`src/rtl/gate_seq_pkg.sv`:
```
package gate_seq_pkg;

    typedef struct packed {
        logic hi;
        logic lo;
    } gate_pair_t;

    typedef enum logic {
        MAP_SIX   = 1'b0,
        MAP_THREE = 1'b1
    } map_mode_e;

    function automatic gate_pair_t map_request(map_mode_e mode, logic hi_in, logic lo_in);
        gate_pair_t r;
        if (mode == MAP_THREE) begin
            r.hi = hi_in;
            r.lo = ~hi_in;
        end else begin
            r.hi = hi_in & ~lo_in;
            r.lo = lo_in & ~hi_in;
        end
        return r;
    endfunction

    function automatic logic [31:0] clamp_min_one(logic [31:0] v);
        return (v == 32'd0) ? 32'd1 : v;
    endfunction

endpackage

```
`src/rtl/gate_input_map.sv`:
```
module gate_input_map
    import gate_seq_pkg::*;
#(
    parameter int NPH = 3
) (
    input  logic             map_mode,
    input  logic [NPH-1:0]   pwm_hi,
    input  logic [NPH-1:0]   pwm_lo,
    output gate_pair_t       req [NPH]
);

    for (genvar p = 0; p < NPH; p++) begin : g_map
        always_comb req[p] = map_request(map_mode_e'(map_mode), pwm_hi[p], pwm_lo[p]);
    end

endmodule

```
`src/rtl/gate_phase_seq.sv`:
```
module gate_phase_seq
    import gate_seq_pkg::*;
#(
    parameter int DT_W = 6
) (
    input  logic            clk,
    input  logic            rst,
    input  gate_pair_t      req,
    input  logic [DT_W-1:0] dt_load,
    input  logic            trip_hi,
    input  logic            trip_lo,
    input  logic            kill,
    output logic            gate_hi,
    output logic            gate_lo
);

    gate_pair_t      req_q;
    logic [DT_W-1:0] cnt;
    logic            changed;
    logic            settled;

    always_comb begin
        changed = (req != req_q);
        settled = !changed && (cnt <= DT_W'(1));
    end

    always_ff @(posedge clk) begin
        if (rst) begin
            req_q   <= '0;
            cnt     <= '0;
            gate_hi <= 1'b0;
            gate_lo <= 1'b0;
        end else begin
            req_q <= req;
            if (changed)
                cnt <= dt_load;
            else if (cnt != '0)
                cnt <= cnt - DT_W'(1);
            gate_hi <= req.hi && settled && !trip_hi && !kill && !gate_lo;
            gate_lo <= req.lo && settled && !trip_lo && !kill && !gate_hi;
        end
    end


    no_shoot_through_chk: assert property (@(posedge clk) disable iff (rst)
        !(gate_hi && gate_lo));


    hi_after_lo_off_chk: assert property (@(posedge clk) disable iff (rst)
        $rose(gate_hi) |-> !$past(gate_lo));


    lo_after_hi_off_chk: assert property (@(posedge clk) disable iff (rst)
        $rose(gate_lo) |-> !$past(gate_hi));


    change_drops_gates_chk: assert property (@(posedge clk) disable iff (rst)
        (req != req_q) |=> (!gate_hi && !gate_lo));


    kill_off_chk: assert property (@(posedge clk) disable iff (rst)
        kill |=> (!gate_hi && !gate_lo));


    trip_hi_off_chk: assert property (@(posedge clk) disable iff (rst)
        trip_hi |=> !gate_hi);


    trip_lo_off_chk: assert property (@(posedge clk) disable iff (rst)
        trip_lo |=> !gate_lo);

endmodule

```
`src/rtl/tri_gate_sequencer.sv`:
```
module tri_gate_sequencer
    import gate_seq_pkg::*;
#(
    parameter int NPH  = 3,
    parameter int DT_W = 6
) (
    input  logic            clk,
    input  logic            rst,
    input  logic            map_mode,
    input  logic [DT_W-1:0] dead_cycles,
    input  logic [NPH-1:0]  pwm_hi,
    input  logic [NPH-1:0]  pwm_lo,
    input  logic [NPH-1:0]  trip_hi,
    input  logic [NPH-1:0]  trip_lo,
    input  logic            kill,
    output logic [NPH-1:0]  gate_hi,
    output logic [NPH-1:0]  gate_lo
);

    gate_pair_t      req [NPH];
    logic [DT_W-1:0] dt_eff;

    always_comb dt_eff = DT_W'(clamp_min_one(32'(dead_cycles)));

    gate_input_map #(.NPH(NPH)) map_i (
        .map_mode (map_mode),
        .pwm_hi   (pwm_hi),
        .pwm_lo   (pwm_lo),
        .req      (req)
    );

    for (genvar p = 0; p < NPH; p++) begin : g_phase
        gate_phase_seq #(.DT_W(DT_W)) seq_i (
            .clk     (clk),
            .rst     (rst),
            .req     (req[p]),
            .dt_load (dt_eff),
            .trip_hi (trip_hi[p]),
            .trip_lo (trip_lo[p]),
            .kill    (kill),
            .gate_hi (gate_hi[p]),
            .gate_lo (gate_lo[p])
        );
    end


    reset_quiet_chk: assert property (@(posedge clk)
        rst |=> (gate_hi == '0 && gate_lo == '0));

endmodule

```
`config.mk`:
```
export PLATFORM = sky130hd
export DESIGN_NAME = tri_gate_sequencer
export DESIGN_NICKNAME = d
export VERILOG_FILES = /design/src/rtl/gate_seq_pkg.sv /design/src/rtl/gate_input_map.sv /design/src/rtl/gate_phase_seq.sv /design/src/rtl/tri_gate_sequencer.sv
export SDC_FILE = /design/constraint.sdc
export NUM_CORES = 1
export LEC_CHECK = 0
export CAP_MARGIN = 5
export CORE_MARGIN = 10
export CORE_UTILIZATION = 35
export DETAILED_ROUTE_END_ITERATION = 16
export GPL_TIMING_DRIVEN = 0
export PLACE_DENSITY = 0.64
export REMOVE_ABC_BUFFERS = 1
export SLEW_MARGIN = 20
export SYNTH_ARGS = -nofsm -noshare
export SYNTH_HDL_FRONTEND = slang
export SYNTH_SLANG_ARGS = --single-unit
export TNS_END_PERCENT = 50
```
`constraint.sdc`:
```
create_clock -name clk -period 6.1 [get_ports clk]
set_input_delay 0.915 -clock clk [delete_from_list [all_inputs] [get_ports clk]]
set_output_delay 0.915 -clock clk [all_outputs]
set_load 0.005 [all_outputs]
```
==> metrics.txt <==
grt peak-use layer met2; first-pass GRT wire length 6210 um; DR WL/cell 13.7 um; Post-synth EDFFs 0; Leak Pwr between 0.7 and 0.8 nW; power per cell area 252 mW/mm^2; CP Data Arrival Time roughly 3200 ps; hold slack about 420 ps; DP HPWL 2750 um; CTS Sinks 30; Cells after Synth 187; met2 usage between 15 and 20%; Final Max Tran Viols 0; outcome completed; final hold vios 0; Non-Filler Instances 267; clk buf depth 2; Worst setup SP type primary input; critical path, cell by cell clkdlybuf4s50_1 > or4_4 > o32ai_2 > a31oi_4 > or4b_4 > nor4b_2; vias per cell 5.20; Min-Delay Path Class flop to flop; setup TNS 0 ps; Buf/Inv on CP 1; Row Count 25; chip height 89.2 um; Final Core Density about 44%; Placer Congestion just over 0.8; Req. time, crit path 6290 ps; Synthesis Warnings 0; Max Cap Viol 0; clk_skew 4.20 ps; Seq cells post-synth 30; RSZ-0062 raised after global routing no; Mean Syn Cell Area 8.97 um^2; H-tree Lvls 2; global routing met3 resource utilization 3.83%; TritonCTS clock tree done; clock-pin slew on the worst setup and hold paths about 60 ps; met1 usage 11.8%; post-placement cell count 259; Synth cell types 42; CP max-delay cell or4b_4; post-synthesis sequential area ratio 35.8%; setup bufs post-CTS 0; Post-synth ARST share 0%; clk_lat worst skew 280 ps; Post-CTS Resized 0; main flop type after synthesis dfxtp_1; Synth-to-Final Area Change 22.2%; final setup violation count 0; Worst VDD drop 0.0000898 V; initial antenna violation count 0; crit path kind primary input to flop; crit end category flop; grt ovf 0; final-stage net count 240; Port Buffer Count 27; largest net degree at the start of global routing 26; Die X-Extent 89.2 um; minimum clock period just under 3000 ps; Hold Buf Count CTS 0; number of global-route vias before repair ~1400; DRC errors left 0; Root Buffer clkbuf_8; fraction of layout cells with a size suffix above 1 9.39%; GRT Total Usage under 10%; Core Area 0.00469 mm^2; Top delay family on crit path simple AND/OR/NAND/NOR gates; length of the first detailed-routing pass in iterations 4; DR vias about 1400; Routed Antenna Nets 0; crit share post-route 48.6%; Tightest Pin Transition 915 ps; critical path's largest stage delay 580 ps; Die ar. 0.00796 mm^2; Num CTS Buffers 5; Slew HR 38.8%; overall power approximately 0.52 mW; IO Count 28; final WL 3650 um; # diodes 0; Cell Area, Synth 0.00168 mm^2; maximum clock frequency 337 MHz; Starting Density between 30% and 40%; initial drt markers 37; Max FO, Critical Path 9; Filler Cells Inserted 474
[cell type report]
| type | count | area, um^2 | area share (%) |
|---|---|---|---|
| clock buffer | 7 | 86.3 | 4.21 |
| inverter | 14 | 52.6 | 2.56 |
| multi-input combinational | 134 | 968 | 47.2 |
| clock inverter | 1 | 5.00 | 0.244 |
| timing repair buffer | 27 | 270 | 13.2 |
| sequential | 30 | 601 | 29.3 |
| tap | 54 | 67.6 | 3.29 |
[routing by layer]
metal  up-vias  part of all wire (%)
li1        720                     -
met1       637                    48
met2        24                    44
met3         7                   6.5
met4         0                   1.6
met5         -                     0
[state kept, by name, summed over array words and instances, names as in the netlist]
name                   cells
g_phase.seq_i.cnt         18
g_phase.seq_i.req_q        6
g_phase.seq_i.gate_hi      3
g_phase.seq_i.gate_lo      3
[synth_stat cells, types with 2 or more instances]
| master | count | area share, % |
|---|---|---|
| a21oi_1 | 6 | 1.8 |
| and2_1 | 2 | 0.75 |
| xor2_1 | 2 | 1.0 |
| dfxtp_1 | 30 | 36 |
| or3_2 | 2 | 0.89 |
| nor4_1 | 2 | 0.75 |
| buf_4 | 6 | 2.7 |
| nand4b_1 | 2 | 1.0 |
| nor4b_1 | 4 | 2.1 |
| o21ai_0 | 4 | 1.2 |
| or3_1 | 3 | 1.1 |
| a211oi_1 | 5 | 2.2 |
| o211ai_2 | 2 | 1.5 |
| nand2_1 | 9 | 2.0 |
| nand2b_1 | 3 | 1.1 |
| clkbuf_1 | 3 | 0.67 |
| nor4b_2 | 2 | 1.8 |
| a31oi_1 | 2 | 0.75 |
| mux2i_1 | 10 | 6.0 |
| nand3_1 | 4 | 1.2 |
| and3b_1 | 2 | 1.0 |
| or4_1 | 5 | 2.2 |
| xnor2_1 | 9 | 4.7 |
| nor2_1 | 23 | 5.1 |
| ha_1 | 6 | 4.5 |
| o2111ai_1 | 3 | 1.6 |
| inv_1 | 14 | 3.1 |
| nor3_1 | 8 | 2.4 |
[report_power, final]
| group | internal [mW] | switching [mW] | total, mW |
|---|---|---|---|
| clock | 0.0908 | 0.0714 | 0.162 |
| sequential | 0.212 | 0.0153 | 0.227 |
| combinational | 0.0634 | 0.0635 | 0.127 |
[final timing paths]
| path | from | endpoint | slack (ps) | cells after the start |
|---|---|---|---|---|
| setup / recovery | pwm_hi[2] | g_phase[2].seq_i.gate_lo | 3140 | 6 |
| hold reg to reg | g_phase[0].seq_i.gate_lo | g_phase[0].seq_i.gate_hi | 420 | 1 |
| setup reg to reg | g_phase[2].seq_i.req_q[1] | g_phase[2].seq_i.gate_lo | 4000 | 5 |
| hold / removal | g_phase[0].seq_i.gate_lo | g_phase[0].seq_i.gate_hi | 420 | 1 |
[cell families (layout without fill, tap and decap cells)]
group | after synthesis | after routing | share of synthesized area, %
adders and majority gates | 6 | 6 | 4.47
xor gates and xnor gates | 11 | 11 | 5.74
buffers and inverters | 23 | 49 | 6.49
AOI/OAI and AO/OA | 30 | 30 | 14.2
and+or+nand+nor | 76 | 76 | 26.6
muxes | 11 | 11 | 6.64
DFF | 30 | 30 | 35.8
[layout by cell type, fill, tap and decap left out, types with 3 or more instances in the layout]
cell type,Yosys,final
nand2_1,9,9
nor4b_1,4,4
nor3_1,8,8
a21oi_1,6,6
or3_1,3,3
a211oi_1,5,5
clkbuf_8,0,6
clkdlybuf4s50_1,0,27
inv_1,14,14
ha_1,6,6
dfxtp_1,30,30
nand3_1,4,4
o21ai_0,4,4
or4_1,5,5
nand2b_1,3,3
nor2_1,23,23
xnor2_1,9,9
o2111ai_1,3,3
mux2i_1,10,10
[stage by stage]
| step | instance area [um^2] | worst slack [ps] |
|---|---|---|
| 2_1_floorplan | 1620 | 3540 |
| 3_3_place_gp | 1960 | 2850 |
| 3_5_place_dp | 1960 | 2830 |
| 4_1_cts | 2050 | 3130 |
| 5_1_grt | 2050 | 3040 |
| 6_report | 2050 | 3140 |
(Power assumes the default switching activity.)
